$ cat src/rtl/regbank_pkg.sv
package regbank_pkg;
  localparam int unsigned BYTE_W     = 8;
  localparam int unsigned SEL_W      = 3;
  localparam int unsigned STK_W      = 2;
  localparam int unsigned SRC_W      = 3;
  localparam int unsigned NUM_MAIN   = 6;
  localparam int unsigned NUM_SHADOW = 4;

  localparam int IDX_AF = 0;
  localparam int IDX_BC = 1;
  localparam int IDX_DE = 2;
  localparam int IDX_HL = 3;
  localparam int IDX_IX = 4;
  localparam int IDX_IY = 5;

  localparam logic [STK_W-1:0] STK_NONE = 2'd3;

  typedef enum logic [2:0] {
    XC_NONE = 3'd0,
    XC_ALL  = 3'd1,
    XC_AF   = 3'd2,
    XC_DEHL = 3'd3,
    XC_STK  = 3'd4
  } xchg_e;

  typedef enum logic [SRC_W-1:0] {
    SRC_HOLD   = 3'd0,
    SRC_WR     = 3'd1,
    SRC_SHADOW = 3'd2,
    SRC_PEER   = 3'd3,
    SRC_STACK  = 3'd4
  } src_e;

  // map stack-top target code to main pair index; invalid -> unused code
  function automatic logic [SEL_W-1:0] stk_target(input logic [STK_W-1:0] s);
    case (s)
      2'd0:    return SEL_W'(IDX_HL);
      2'd1:    return SEL_W'(IDX_IX);
      2'd2:    return SEL_W'(IDX_IY);
      default: return '1;
    endcase
  endfunction
endpackage

$ cat src/rtl/regbank_pair.sv
module regbank_pair
  import regbank_pkg::*;
#(
  parameter  int unsigned DATA_W = 16,
  localparam int unsigned BE_W   = DATA_W / BYTE_W
) (
  input  logic              clk_i,
  input  logic              rst_ni,
  input  logic [BE_W-1:0]   we_i,
  input  logic [DATA_W-1:0] d_i,
  output logic [DATA_W-1:0] q_o
);
  logic [BE_W-1:0][BYTE_W-1:0] lane_q;

  for (genvar b = 0; b < BE_W; b++) begin : g_lane
    always_ff @(posedge clk_i or negedge rst_ni) begin
      if (!rst_ni)        lane_q[b] <= '0;
      else if (we_i[b])   lane_q[b] <= d_i[b*BYTE_W +: BYTE_W];
    end
  end

  assign q_o = lane_q;
endmodule

$ cat src/rtl/regbank_rdmux.sv
module regbank_rdmux
  import regbank_pkg::*;
#(
  parameter int unsigned DATA_W = 16,
  parameter int unsigned N      = NUM_MAIN
) (
  input  logic [SEL_W-1:0]         sel_i,
  input  logic [N-1:0][DATA_W-1:0] bank_i,
  output logic [DATA_W-1:0]        data_o
);
  // codes beyond the bank read zero
  always_comb begin
    data_o = '0;
    for (int k = 0; k < N; k++) begin
      if (sel_i == SEL_W'(k)) data_o = bank_i[k];
    end
  end
endmodule

$ cat src/rtl/regbank_ctl.sv
module regbank_ctl
  import regbank_pkg::*;
#(
  parameter  int unsigned DATA_W = 16,
  localparam int unsigned BE_W   = DATA_W / BYTE_W
) (
  input  logic [2:0]                         xchg_i,
  input  logic                               wr_en_i,
  input  logic [SEL_W-1:0]                   wr_sel_i,
  input  logic [BE_W-1:0]                    wr_be_i,
  input  logic [STK_W-1:0]                   stk_sel_i,
  output logic [NUM_MAIN-1:0][SRC_W-1:0]     src_o,
  output logic [NUM_MAIN-1:0][BE_W-1:0]      we_o,
  output logic [NUM_SHADOW-1:0]              shd_ld_o
);
  logic [NUM_MAIN-1:0] xinv;
  logic [SEL_W-1:0]    stk_idx;

  assign stk_idx = stk_target(stk_sel_i);

  // registers claimed by the current exchange
  always_comb begin
    xinv = '0;
    case (xchg_i)
      XC_ALL: begin
        xinv[IDX_BC] = 1'b1;
        xinv[IDX_DE] = 1'b1;
        xinv[IDX_HL] = 1'b1;
      end
      XC_AF:   xinv[IDX_AF] = 1'b1;
      XC_DEHL: begin
        xinv[IDX_DE] = 1'b1;
        xinv[IDX_HL] = 1'b1;
      end
      XC_STK: begin
        for (int k = 0; k < NUM_MAIN; k++)
          if (stk_sel_i != STK_NONE && stk_idx == SEL_W'(k)) xinv[k] = 1'b1;
      end
      default: ;
    endcase
  end

  // exchange wins over an ordinary write on the same register
  always_comb begin
    for (int k = 0; k < NUM_MAIN; k++) begin
      src_o[k] = SRC_HOLD;
      we_o[k]  = '0;
      if (xinv[k]) begin
        we_o[k] = '1;
        case (xchg_i)
          XC_ALL, XC_AF: src_o[k] = SRC_SHADOW;
          XC_DEHL:       src_o[k] = SRC_PEER;
          default:       src_o[k] = SRC_STACK;
        endcase
      end else if (wr_en_i && wr_sel_i == SEL_W'(k)) begin
        src_o[k] = SRC_WR;
        we_o[k]  = wr_be_i;
      end
    end
  end

  always_comb begin
    for (int k = 0; k < NUM_SHADOW; k++) begin
      shd_ld_o[k] = (xchg_i == XC_AF  && k == IDX_AF) ||
                    (xchg_i == XC_ALL && k != IDX_AF);
    end
  end
endmodule

$ cat src/rtl/regbank_xchg.sv
module regbank_xchg
  import regbank_pkg::*;
#(
  parameter  int unsigned DATA_W = 16,
  localparam int unsigned BE_W   = DATA_W / BYTE_W
) (
  input  logic              clk_i,
  input  logic              rst_ni,
  input  logic [SEL_W-1:0]  rd_sel_i,
  output logic [DATA_W-1:0] rd_data_o,
  input  logic              wr_en_i,
  input  logic [SEL_W-1:0]  wr_sel_i,
  input  logic [BE_W-1:0]   wr_be_i,
  input  logic [DATA_W-1:0] wr_data_i,
  input  logic [2:0]        xchg_i,
  input  logic [STK_W-1:0]  stk_sel_i,
  input  logic [DATA_W-1:0] stk_word_i,
  output logic [DATA_W-1:0] stk_old_o
);
  logic [NUM_MAIN-1:0][DATA_W-1:0]   main_q;
  logic [NUM_SHADOW-1:0][DATA_W-1:0] shd_q;
  logic [NUM_MAIN-1:0][SRC_W-1:0]    src;
  logic [NUM_MAIN-1:0][BE_W-1:0]     we;
  logic [NUM_SHADOW-1:0]             shd_ld;

  regbank_ctl #(.DATA_W(DATA_W)) u_ctl (
    .xchg_i   (xchg_i),
    .wr_en_i  (wr_en_i),
    .wr_sel_i (wr_sel_i),
    .wr_be_i  (wr_be_i),
    .stk_sel_i(stk_sel_i),
    .src_o    (src),
    .we_o     (we),
    .shd_ld_o (shd_ld)
  );

  for (genvar i = 0; i < NUM_MAIN; i++) begin : g_main
    localparam int PEER = (i == IDX_DE) ? IDX_HL : (i == IDX_HL) ? IDX_DE : i;
    localparam int SH   = (i < NUM_SHADOW) ? i : 0;
    logic [DATA_W-1:0] d;

    always_comb begin
      case (src[i])
        SRC_WR:     d = wr_data_i;
        SRC_SHADOW: d = shd_q[SH];
        SRC_PEER:   d = main_q[PEER];
        SRC_STACK:  d = stk_word_i;
        default:    d = main_q[i];
      endcase
    end

    regbank_pair #(.DATA_W(DATA_W)) u_pair (
      .clk_i (clk_i),
      .rst_ni(rst_ni),
      .we_i  (we[i]),
      .d_i   (d),
      .q_o   (main_q[i])
    );
  end

  for (genvar j = 0; j < NUM_SHADOW; j++) begin : g_shd
    regbank_pair #(.DATA_W(DATA_W)) u_pair (
      .clk_i (clk_i),
      .rst_ni(rst_ni),
      .we_i  ({BE_W{shd_ld[j]}}),
      .d_i   (main_q[j]),
      .q_o   (shd_q[j])
    );
  end

  regbank_rdmux #(.DATA_W(DATA_W), .N(NUM_MAIN)) u_rd (
    .sel_i (rd_sel_i),
    .bank_i(main_q),
    .data_o(rd_data_o)
  );

  regbank_rdmux #(.DATA_W(DATA_W), .N(NUM_MAIN)) u_stk (
    .sel_i (stk_target(stk_sel_i)),
    .bank_i(main_q),
    .data_o(stk_old_o)
  );

  assert_shadow_hold_R4: assert property (@(posedge clk_i) disable iff (!rst_ni)
    !(xchg_i == XC_ALL || xchg_i == XC_AF) |=> $stable(shd_q));

  assert_full_swap_R5: assert property (@(posedge clk_i) disable iff (!rst_ni)
    xchg_i == XC_ALL |=>
      main_q[IDX_BC] == $past(shd_q[IDX_BC]) && shd_q[IDX_BC] == $past(main_q[IDX_BC]) &&
      main_q[IDX_DE] == $past(shd_q[IDX_DE]) && shd_q[IDX_DE] == $past(main_q[IDX_DE]) &&
      main_q[IDX_HL] == $past(shd_q[IDX_HL]) && shd_q[IDX_HL] == $past(main_q[IDX_HL]));

  assert_af_swap_R6: assert property (@(posedge clk_i) disable iff (!rst_ni)
    xchg_i == XC_AF |=>
      main_q[IDX_AF] == $past(shd_q[IDX_AF]) && shd_q[IDX_AF] == $past(main_q[IDX_AF]));

  assert_dehl_swap_R7: assert property (@(posedge clk_i) disable iff (!rst_ni)
    xchg_i == XC_DEHL |=>
      main_q[IDX_DE] == $past(main_q[IDX_HL]) && main_q[IDX_HL] == $past(main_q[IDX_DE]));

  assert_stk_hl_R8: assert property (@(posedge clk_i) disable iff (!rst_ni)
    xchg_i == XC_STK && stk_sel_i == 2'd0 |=> main_q[IDX_HL] == $past(stk_word_i));

  assert_stk_iy_R8: assert property (@(posedge clk_i) disable iff (!rst_ni)
    xchg_i == XC_STK && stk_sel_i == 2'd2 |=> main_q[IDX_IY] == $past(stk_word_i));

  assert_no_xchg_R10: assert property (@(posedge clk_i) disable iff (!rst_ni)
    xchg_i > 3'd4 && !wr_en_i |=> $stable(main_q) && $stable(shd_q));
endmodule

$ cat config.mk
export PLATFORM = sky130hd
export DESIGN_NAME = regbank_xchg
export DESIGN_NICKNAME = d
export VERILOG_FILES = /design/src/rtl/regbank_pkg.sv /design/src/rtl/regbank_pair.sv /design/src/rtl/regbank_rdmux.sv /design/src/rtl/regbank_ctl.sv /design/src/rtl/regbank_xchg.sv
export SDC_FILE = /design/constraint.sdc
export NUM_CORES = 1
export LEC_CHECK = 0
export ABC_AREA = 1
export ABC_CLOCK_PERIOD_IN_PS = 2009
export BUFFER_PORTS_ARGS = -buffer_cell sky130_fd_sc_hd__buf_2
export CORE_MARGIN = 2
export CORE_UTILIZATION = 45
export CTS_BUF_LIST = sky130_fd_sc_hd__clkbuf_8
export DETAILED_ROUTE_END_ITERATION = 10
export PLACE_DENSITY = 0.63
export SKIP_CTS_REPAIR_TIMING = 1
export SLEW_MARGIN = 20
export SYNTH_ARGS = -nofsm -noshare
export SYNTH_HDL_FRONTEND = slang
export SYNTH_HIERARCHICAL = 1
export SYNTH_SLANG_ARGS = --single-unit
$ cat constraint.sdc
create_clock -name clk_i -period 2.01 [get_ports clk_i]
set_input_delay 0.1005 -clock clk_i [delete_from_list [all_inputs] [get_ports clk_i]]
set_output_delay 0.1005 -clock clk_i [all_outputs]
set_load 0.03 [all_outputs]
==> summary.md <==
| Metric | Value |
|---|---|
| Status | `finished, final reports clean` |
| Number of vias per cell | `5.797` |
| Die W | `173.1 um` |
| # H-tree levels | `4` |
| Initial Util | `0.4604` |
| Max Fclk | `0.5104 GHz` |
| Yosys warning total | `6` |
| Finished Layout Cells | `2,511` |
| Site Rows | `61` |
| GR Util met2 | `0.5403` |
| Endpoint type of the worst setup path | `output pin` |
| Port bufs | `79` |
| Register area share after synthesis | `0.3113` |
| CTS Root Cell | `clkbuf_8` |
| Worst vdd ir | `0.0005840 V` |
| Fraction of layout cells with a size suffix above 1 | `0.1463` |
| First-pass GRT wire length | `80,900 um` |
| Final Setup Violations | `0` |
| Vias in the first global route | `13,260` |
| Fillers | `2,966` |
| PwrDens | `779.7 nW/um2` |
| CTS Sinks | `160` |
| Pin count of the biggest net entering global routing | `55` |
| Skew final | `0.02179 ns` |
| Area leader, netlist | `dfrtp_1` |
| Post-Syn Area | `12,860 um2` |
| Gate Count Post-Synth | `2,035` |
| Relative slew slack | `0.5370` |
| Synth top area cells | `dfrtp_1 (31%), nand2_1 (25%), nand4_1 (14%)` |
| RSZ-0062 raised after global routing | `false` |
| Worst Tran Pin Value | `0.6937 ns` |
| TritonCTS clock tree | `built` |
| TritonCTS Buffers | `17` |
| Clock slew at reported path FFs | `0.11 ns` |
| WP data arrival | `1.86 ns` |
| DP HPWL | `40,540 um` |
| Final Hold Viols | `0` |
| Full die area | `29,950 um2` |
| CP max stage delay | `0.48 ns` |
| Final routed DRC violation total | `0` |
| Yosys cell types | `28` |
| Grt peak-use layer | `met2` |
| DR iter-0 viols | `1,974` |
| Area delta synth->final | `10.93%` |
| Hold slack | `0.09418 ns` |
| Syn_area_per_cell | `6.320 um2` |
| Yosys top cell area share | `0.3113` |
| Routed WL | `53,250 um` |
| Crit Path Max Fanout | `5` |
| Yosys reg bits | `160` |
| # IOs | `80` |
| Tmin final | `1.959 ns` |
| Antenna violations before repair | `1` |
| Fin crit share | `0.9748` |
| Critical Path RT | `1.91 ns` |
| CP Cell Sequence | `nand3_1, nand2_1, nor2_1, nand4_1, buf_6` |
| Total Nets Final | `2,173` |
| Drt pass-1 iters | `5` |
| Design Area, Final | `14,270 um2` |
| Vias | `14,560` |
| Crit-path slowest cell | `dfrtp_1` |
| WL/cell | `21.21 um` |
| Latest clock arrival within the worst-skew pair | `0.53 ns` |
| DP Area | `13,820 um2` |
| Max-slew violation count | `0` |
| Global route overflow | `0` |
| Leak | `7.854 nW` |
| Met1 usage | `0.4827` |
| Core ar. | `27,930 um2` |
| Post-placement cell count | `2,477` |
| Worst min path class | `primary input to flip-flop` |
| Die Y | `173.1 um` |
| Met3 Usage GRT | `0.07608` |
| CP startpoint kind | `flip-flop` |
| Tot GR Track Use | `0.3571` |
| Routability cong. | `1.027` |
| Clock buffer depth | `2` |
| DRT antenna net count | `0` |
| Number of max-cap violations | `0` |
| WS Path Type | `flip-flop to output pin` |
[final timing paths]
path                                     startpoint                       end  slack, ns  cells after the start
setup reg to reg           g_main[3].u_pair/q_o[15]  g_main[2].u_pair/q_o[15]       0.85                      6
hold / removal                         wr_data_i[8]   g_main[3].u_pair/q_o[8]       0.09                      7
max in group asynchronous                    rst_ni  g_main[5].u_pair/q_o[14]       1.24                      3
min in group asynchronous                    rst_ni   g_main[1].u_pair/q_o[7]       0.12                      2
hold reg to reg             g_shd[1].u_pair/q_o[13]   g_shd[1].u_pair/q_o[13]       0.48                      2
setup / recovery            g_main[0].u_pair/q_o[5]              stk_old_o[5]       0.05                      5
[worst max-delay path: cells and delay by family (launching register included)]
kind / cells / cell delay (ns)
AND/OR/NAND/NOR: 4 / 0.61
flip-flops: 1 / 0.48
buffers and inverters: 1 / 0.25
[registers in the layout (all words and copies together), names as in the netlist]
signal             flops
g_shd.u_pair/q_o      64
g_main.u_pair/q_o     96
[layout by cell type, fill, tap and decap left out, types with 3 or more instances in the layout]
cell	instances
buf_2	77
ha_1	6
clkbuf_8	18
nand3_1	175
nand3_4	7
buf_4	102
nor2_8	3
nand2_1	847
inv_2	37
inv_4	6
clkinv_4	3
nor3_4	4
nor2_4	4
nand4_1	288
nor3_2	6
inv_1	106
o21ai_0	7
bufinv_16	3
dfrtp_1	159
nor2_1	226
clkinvlp_4	3
nor2_2	9
nand2_2	6
buf_12	13
[kinds of logic after synthesis]
| logic type | share of synthesized area |
|---|---|
| compound gates | 0.005253 |
| fa+ha+maj | 0.005837 |
| buf+inv | 0.1188 |
| flops | 0.3113 |
| other cells | 0.0002916 |
| simple gates | 0.5585 |
[cell type report]
type                       instances  area, um2  share of cell area
multi-input combinational       1599       7363              0.5161
sequential                       160       4005              0.2807
timing repair buffer             195       1444              0.1012
inverter                         146      563.0             0.03947
tap                              378      473.0             0.03315
clock buffer                      18      247.7             0.01737
clock inverter                    14      167.7             0.01175
antenna                            1      2.502           0.0001754
[synth_stat cells]
cell type and instances:
nand2_1 847, nand4_1 288, nor2_1 228, nand3_1 176
dfrtp_1 160, inv_1 104, buf_2 51, buf_6 40
inv_2 36, buf_4 29, nor2_2 8, nand3_4 7
o21ai_0 7, buf_1 6, ha_1 6, inv_4 6
nand2_2 6, clkbuf_1 5, nor3_1 4, nor3_2 4
nor3_4 4, nor2_4 3, nor2_8 3, nor3b_1 2
o21ai_4 2, conb_1 1, nand2_4 1, nand3_2 1
[per-stage QoR]
step	setup slack [ns]	util	power [mW]	TNS, ns
after floorplan	0.3270	-	6.901	0
after global placement	-0.07817	0.4948	8.368	-2.783
after detailed placement	-0.1534	0.4948	8.414	-5.391
after CTS	0.06634	0.5097	11.03	0
after global routing	0.007767	0.5106	11.72	0
final	0.05069	0.5107	11.12	0
[power breakdown]
group / switching [mW] / total [mW] / internal (mW)
registers: 1.31 / 5.31 / 4.01
logic: 2.08 / 3.19 / 1.11
clock network: 1.36 / 2.62 / 1.26
total: 4.75 / 11.1 / 6.38
[per-layer routing]
| metal | part of all wire | wire (um) | vias up |
|---|---|---|---|
| met5 | 0.00024 | 13 | - |
| met4 | 0.049 | 2618 | 2 |
| met3 | 0.10 | 5456 | 151 |
| met2 | 0.43 | 23100 | 761 |
| met1 | 0.41 | 22070 | 6798 |
| li1 | - | - | 6845 |
Power figures use the tool's default switching activity.
